`config.mk`:
```
export PLATFORM = sky130hd
export DESIGN_NAME = fast_a20_rst
export DESIGN_NICKNAME = d
export VERILOG_FILES = /design/src/rtl/fast_a20_rst.sv
export SDC_FILE = /design/constraint.sdc
export NUM_CORES = 1
export LEC_CHECK = 0
export BUFFER_PORTS_ARGS = -buffer_cell sky130_fd_sc_hd__buf_2
export CELL_PAD_IN_SITES_DETAIL_PLACEMENT = 0
export CELL_PAD_IN_SITES_GLOBAL_PLACEMENT = 2
export CORE_UTILIZATION = 23
export DETAILED_ROUTE_END_ITERATION = 6
export PLACE_DENSITY_LB_ADDON = 0.1
export SLEW_MARGIN = 0
export SYNTH_ARGS = -nofsm -noshare
export SYNTH_HDL_FRONTEND = slang
export SYNTH_SLANG_ARGS = --single-unit
```
`constraint.sdc`:
```
create_clock -name clk -period 4.4 [get_ports clk]
set_clock_uncertainty 0.05 [all_clocks]
set_input_delay 0.88 -clock clk [delete_from_list [all_inputs] [get_ports clk]]
set_output_delay 0.88 -clock clk [all_outputs]
set_load 0.05 [all_outputs]
```
`src/rtl/fast_a20_rst.sv`:
```
module fast_a20_rst #(
  parameter int ADDR_W     = 16,
  parameter int RST_CYCLES = 8
) (
  input  logic              clk,
  input  logic              rst_n,
  input  logic [ADDR_W-1:0] io_addr,
  input  logic [7:0]        io_wdata,
  input  logic              io_wr,
  input  logic              io_rd,
  input  logic              cfg_wr,
  input  logic [7:0]        cfg_wdata,
  output logic              a20m_n,
  output logic              warm_rst,
  output logic [7:0]        p92_rdata,
  output logic              p92_claim
);
  localparam int CNT_W = $clog2(RST_CYCLES + 1);
  localparam logic [ADDR_W-1:0] PORT_A  = ADDR_W'(16'h0092);
  localparam logic [ADDR_W-1:0] KBC_CMD = ADDR_W'(16'h0064);
  localparam logic [ADDR_W-1:0] KBC_DAT = ADDR_W'(16'h0060);
  localparam logic [7:0] CMD_WOUT = 8'hD1;
  localparam logic [7:0] CMD_RST  = 8'hFE;
  localparam logic [7:0] CTL_INIT = 8'h98;

  logic [7:0]       ctl;
  logic             a20_en, b0_last, pend;
  logic [CNT_W-1:0] cnt;

  wire snoop_on = ctl[7];
  wire ovr_on   = ctl[4];
  wire dec_on   = ctl[3];

  wire wr_pa  = io_wr && io_addr == PORT_A  && dec_on;
  wire wr_cmd = io_wr && io_addr == KBC_CMD && snoop_on;
  wire wr_dat = io_wr && io_addr == KBC_DAT && snoop_on;

  wire start = (wr_pa && io_wdata[0] && !b0_last) || (wr_cmd && io_wdata == CMD_RST);

  assign warm_rst  = cnt != '0;
  assign a20m_n    = a20_en || (warm_rst && ovr_on);
  assign p92_claim = io_rd && io_addr == PORT_A && dec_on;
  assign p92_rdata = p92_claim ? {6'b0, a20_en, 1'b0} : 8'h00;

  always_ff @(posedge clk or negedge rst_n) begin
    if (!rst_n) begin
      ctl     <= CTL_INIT;
      a20_en  <= 1'b0;
      b0_last <= 1'b0;
      pend    <= 1'b0;
      cnt     <= '0;
    end else begin
      if (cfg_wr) ctl <= cfg_wdata;

      if (wr_pa) begin
        a20_en  <= io_wdata[1];
        b0_last <= io_wdata[0];
      end else if (wr_dat && pend) begin
        a20_en <= io_wdata[1];
      end

      if (!snoop_on)   pend <= 1'b0;
      else if (wr_cmd) pend <= io_wdata == CMD_WOUT;
      else if (wr_dat) pend <= 1'b0;

      if (start)         cnt <= CNT_W'(RST_CYCLES);
      else if (warm_rst) cnt <= cnt - 1'b1;
    end
  end

  a_r3_no_decode: assert property (@(posedge clk) disable iff (!rst_n)
    (io_wr && io_addr == PORT_A && !ctl[3]) |=> $stable(a20_en));

  a_r8_snoop_off: assert property (@(posedge clk) disable iff (!rst_n)
    (io_wr && (io_addr == KBC_DAT || io_addr == KBC_CMD) && !ctl[7]) |=> ($stable(a20_en) && !pend));

  a_r7_fe_reset: assert property (@(posedge clk) disable iff (!rst_n)
    (io_wr && io_addr == KBC_CMD && ctl[7] && io_wdata == CMD_RST) |=> warm_rst);

  a_r6_data_write: assert property (@(posedge clk) disable iff (!rst_n)
    (io_wr && io_addr == KBC_DAT && ctl[7] && pend) |=> (a20_en == $past(io_wdata[1]) && !pend));

  a_r9_override: assert property (@(posedge clk) disable iff (!rst_n)
    (warm_rst && ctl[4]) |-> a20m_n);

  a_r11_no_early_end: assert property (@(posedge clk) disable iff (!rst_n)
    (warm_rst && !start && cnt != CNT_W'(1)) |=> warm_rst);
endmodule

```
-- Yosys cells after proc, flatten, opt, wreduce, memory -nomap -nowiden
Cells that the tools add are included.
- register bits: 15
- input bits: 37
- output and inout bits: 11
- logic and storage cells: 39
- $add $sub $neg: 1
- eq/ne operators: 6
- multiplexer cells: 8
- reductions and logical operators: 19
- operator list (kind ; count):
    equality test 16 x 7 -> 1 bit (second input constant) ; 2
    equality test 16 x 8 -> 1 bit (second input constant) ; 1
    equality test 8 bit (second input constant) ; 2
    logical AND 1 bit ; 13
    2-to-1 mux 4 bit ; 2
    2-to-1 mux 1 bit ; 5
    nonzero test 2 bit ; 2
    nonzero test 4 bit ; 1
    subtractor 4 x 1 -> 4 bit (second input constant) ; 1
    inequality test 3 x 1 -> 1 bit (second input constant) ; 1
    logical OR 1 bit ; 2
    2-to-1 mux 2 bit ; 1
    zero test 1 bit ; 1

-- Longest topological paths before layout
- depth after elaboration: 7
- mapped depth: 5
- mapped depth without buffers: 5

-- Least setup slack after synthesis
OpenSTA, ideal clock, no wires.
- path type: input -> output
- from: in io_addr[11]
- to: out p92_rdata[1]
- data arrival time: 2.783 ns
- data required time: 3.470 ns
- setup slack: 0.687 ns
- stages: 4
- path buffers: 0
- cells stage by stage: or4_4 > nor4_4 > and4_1 > and2_1
- word-level cells in the longest chain between the ends: 4
- ends and longest elaborated chain (item ; RTL line ; source):
    from (decl) ; 7 ; input logic [ADDR_W-1:0] io_addr,
    equality test 16 x 8 -> 1 bit ; 42 ; assign p92_claim = io_rd && io_addr == PORT_A && dec_on;
    logical AND 1 bit (2 in a row) ; 42 ;
    net p92_claim ; 16 ; output logic p92_claim
    2-to-1 mux 2 bit ; 43 ; assign p92_rdata = p92_claim ? {6'b0, a20_en, 1'b0} : 8'h00;
    to (decl) ; 15 ; output logic [7:0] p92_rdata,
The timed path passes the listed nets, and every way through them passes these cells.

-- Worst setup path after layout
- from: in io_addr[11]
- to: out p92_rdata[1]
- word-level cells in the longest chain between the ends: 4
- ends and longest elaborated chain (item ; RTL line):
    equality test 16 x 8 -> 1 bit ; 42
    logical AND 1 bit (2 in a row) ; 42
    2-to-1 mux 2 bit ; 43
Every way passes these cells.

==> impl_summary.md <==
Cells and area
For this run, the post-layout net count is 145. For this run, the share of the core covered by cells in the final layout is 32.6%. The total non-filler cell area in the finished layout is 922 sq um. Cells with a size suffix above 1 make up 49.5% of the layout.

The final antenna diode count is 0. The layout-stage area growth over the synthesis result is 31.4%.

Synthesis
The number of enable-type register cells in the synthesized netlist is 0. Synthesis inferred 10 register bits. In the post-synthesis netlist, the biggest area contributors are dfrtp_1 (25%), dfstp_2 (11%), buf_4 (7.5%).

The biggest area contributor in the post-synthesis netlist is dfrtp_1. In the synthesized netlist, the cells that appear most often are buf_4 (7), dfrtp_1 (7), nand2_1 (5). After synthesis, flip-flops and latches occupy 36.2% of the total area. The flip-flop cell with the highest count after synthesis is dfrtp_1. The count of unique library cells instantiated by Yosys is 34. Yosys printed 0 warnings. The combined area of all synthesized cells is 702 sq um. Of the post-synthesis cell area, the dominant cell type holds 25.0%. The proportion of synthesized flip-flops having asynchronous set or reset is 100%. Each instance of the synthesized netlist takes up on average 10.5 sq um. After technology mapping, the gate count stands at 67.

Setup path
The total number of cells along the worst setup path is 6. The buffering stage count on the worst path with inverters included is 2. The setup slack of the worst register-to-register path is 2.82 ns. The termination of the worst setup path is p92_rdata[1]. The worst setup path is of the in -> out kind.

The data arrival time of the critical path is 2.49 ns. The sort of element at the end of the critical path is an output pin. The reg-to-reg endpoint is cnt[2]. The cell family with the largest share of critical-path delay is simple AND/OR/NAND/NOR gates. For this run, the slowest stage of the critical path takes 0.56 ns.

The critical path goes through buf_2 -> or4_4 -> nor4_4 -> and4_1 -> and2_1 -> buf_2. The cell that appears most often on the critical path is buf_2. The worst setup path is launched from an input port.

Among all stages on the critical path, the largest delay is contributed by or4_4. Measured in cells, the most critical reg-to-reg path has a length of 4. The start point of the critical path is io_addr[11]. Of all nets on the critical path, the largest fanout is 4.

The data required time of the critical path is 3.47 ns. The worst register-to-register path begins at ctl[3].

Global routing
The first global-routing pass estimated 2620 um of wire. The met1 usage in global routing is 14.1%. The global-route track usage on met2 is 16.8%. In the global route stage, overall resource usage came out at 10.8%. The number of antenna violations at the first check in global routing was 0.

Global routing finished with a remaining overflow of 0. met2 is the most crowded layer. The via count of the first global-routing pass is 618.

Entering global routing, the biggest net connects 11 pins. The met3 demand-to-capacity share in global routing is 1.59%.

Place
The global placement routability congestion is 0.642. The instance area after placement is 886 sq um. Buffers placed on the I/O ports in this run total 35. The detailed placement HPWL is 1310 um.

Run status
The final reports fail on design-rule violations. The flow ran to the end, but the final reports show violations.

Floorplanning
The die height is 57.2 um. Measured along the x axis, the die boundary spans 57.2 um. The core outline area is 2830 sq um.

The die covers 3280 sq um. Pin placement for this block handled 48 I/O pins. The cell row count is 19. The starting utilization of the core area is 24.8%.

Clock network
Counting every sink on the clock net gives 10. The clock tree from TritonCTS is built. The number of cells upsized or downsized after cts is 0. The number of levels the H-tree was split into is 1. After clock tree synthesis, the clock-pin slew on the worst setup and hold paths is 0.07 ns.

The number of buffers created by CTS is 3. The number of setup buffers added after CTS is 0. The maximum root-to-sink buffer count is 2. The clock latency on the worst-skew pair is 0.26 ns. In this run the clock root is driven by a clkbuf_4. Hold repair after CTS inserted 0 buffers.

Pwr
The static power due to leakage is 0.000473 uW. The worst-case IR drop observed on VDD is 0.114 mV. The final total power is 358 uW. Power spread over the standard cell area amounts to 389 nW/um^2.

Timing
The number of endpoints with negative hold slack in the final report is 0. Adding up every negative setup slack in the final design gives 0 ns. The final critical path takes up 77.7% of the cycle.

The post-route worst hold slack is 0.414 ns. The maximum clock frequency is 293 MHz. Setup repair after global routing left no endpoint under its margin. Setup violations remaining at the end of the flow were counted as 0. The final count of pins violating max slew is 0. The minimum clock period after layout is 3.42 ns.

Routing
The detailed router finished its first iteration with 14 violations. Dividing the detail-routed wire length by the instance count gives 11.0 um. The routed layout has 599 vias. The total wire length is 1500 um.

The detailed-routing iteration count for the pre-antenna-repair pass is 6. The average via count per standard cell is 4.40. The antenna violation net count after detailed routing is 0. The number of DRC violations after detailed routing is 7.

Min path
The worst hold path belongs to the class in -> async.

Run
The max-cap check violation count is 0.
## registers in the layout, indices dropped and copies added, names as in the netlist
| register | count |
|---|---|
| b0_last | 1 |
| cnt | 4 |
| ctl | 3 |
| pend | 1 |
| a20_en | 1 |
## through the flow
stage / worst slack (ns) / instances
2_1_floorplan: 0.687 / 73
3_3_place_gp: 0.954 / 132
3_5_place_dp: 0.954 / 132
4_1_cts: 0.949 / 136
5_1_grt: 0.876 / 136
6_report: 0.981 / 136
## worst min path at each step
| stage | slack [ns] | endpoint | startpoint | depth (start not counted) |
|---|---|---|---|---|
| 6_report | 0.41 | a20_en | rst_n | 1 |
| 5_1_grt | 0.41 | pend | rst_n | 1 |
| 4_1_cts | 0.41 | pend | rst_n | 1 |
| 3_5_place_dp | 0.45 | b0_last | b0_last | 1 |
| 3_3_place_gp | 0.44 | b0_last | b0_last | 1 |
| 2_1_floorplan | 0.43 | b0_last | b0_last | 1 |
## logic make-up (layout without fill, tap and decap cells)
group,count (synthesis),count (layout),synth area share (%)
other,1,7,0.534
adders and majority gates,2,2,3.56
AOI/OAI and AO/OA,6,6,6.95
buffers and inverters,10,42,9.09
xor gates and xnor gates,2,2,2.50
muxes,5,5,8.56
DFF,10,10,36.2
and+or+nand+nor,31,31,32.6
## cell type report
cell class / count / area [sq um]
clock buffers: 4 / 36.3
fillers: 312 / 1910
inverters: 3 / 11.3
multi-input cells: 53 / 407
flip-flops and latches: 10 / 254
well taps: 31 / 38.8
repair buffers: 35 / 175
## placed cells by master (no fill, tap or decap), types with 2 or more instances in the layout
cell      Yosys  routed
buf_2         0      35
conb_1        1       7
dfrtp_1       7       7
nand2_1       5       5
mux2_2        4       4
inv_1         3       3
nor2_1        3       3
clkbuf_4      0       3
dfstp_2       3       3
or4_4         2       2
nor4_4        2       2
nor2b_1       2       2
and4_1        2       2
and2_1        2       2
nand4_1       2       2
nor4_1        2       2
ha_1          2       2
## worst register-to-register path: stages, from the launching register on
cell	delay (ns)
dfstp_2	0.54
and4b_1	0.19
and4_1	0.26
a32oi_1	0.19
and3_1	0.24
## per-layer routing
metal	up-vias	share of wire (%)
li1	306	-
met1	263	49
met2	28	43
met3	2	6.5
met4	0	1.5
met5	-	0
## where the power goes
group	internal [uW]	total [uW]	switching, uW	leakage (uW)
clock	50.2	82.4	32.2	0.0000210
sequential	117	132	15.0	0.000121
combinational	60.4	144	83.6	0.000330
total	228	358	131	0.000473
Power figures use the tool's default switching activity.
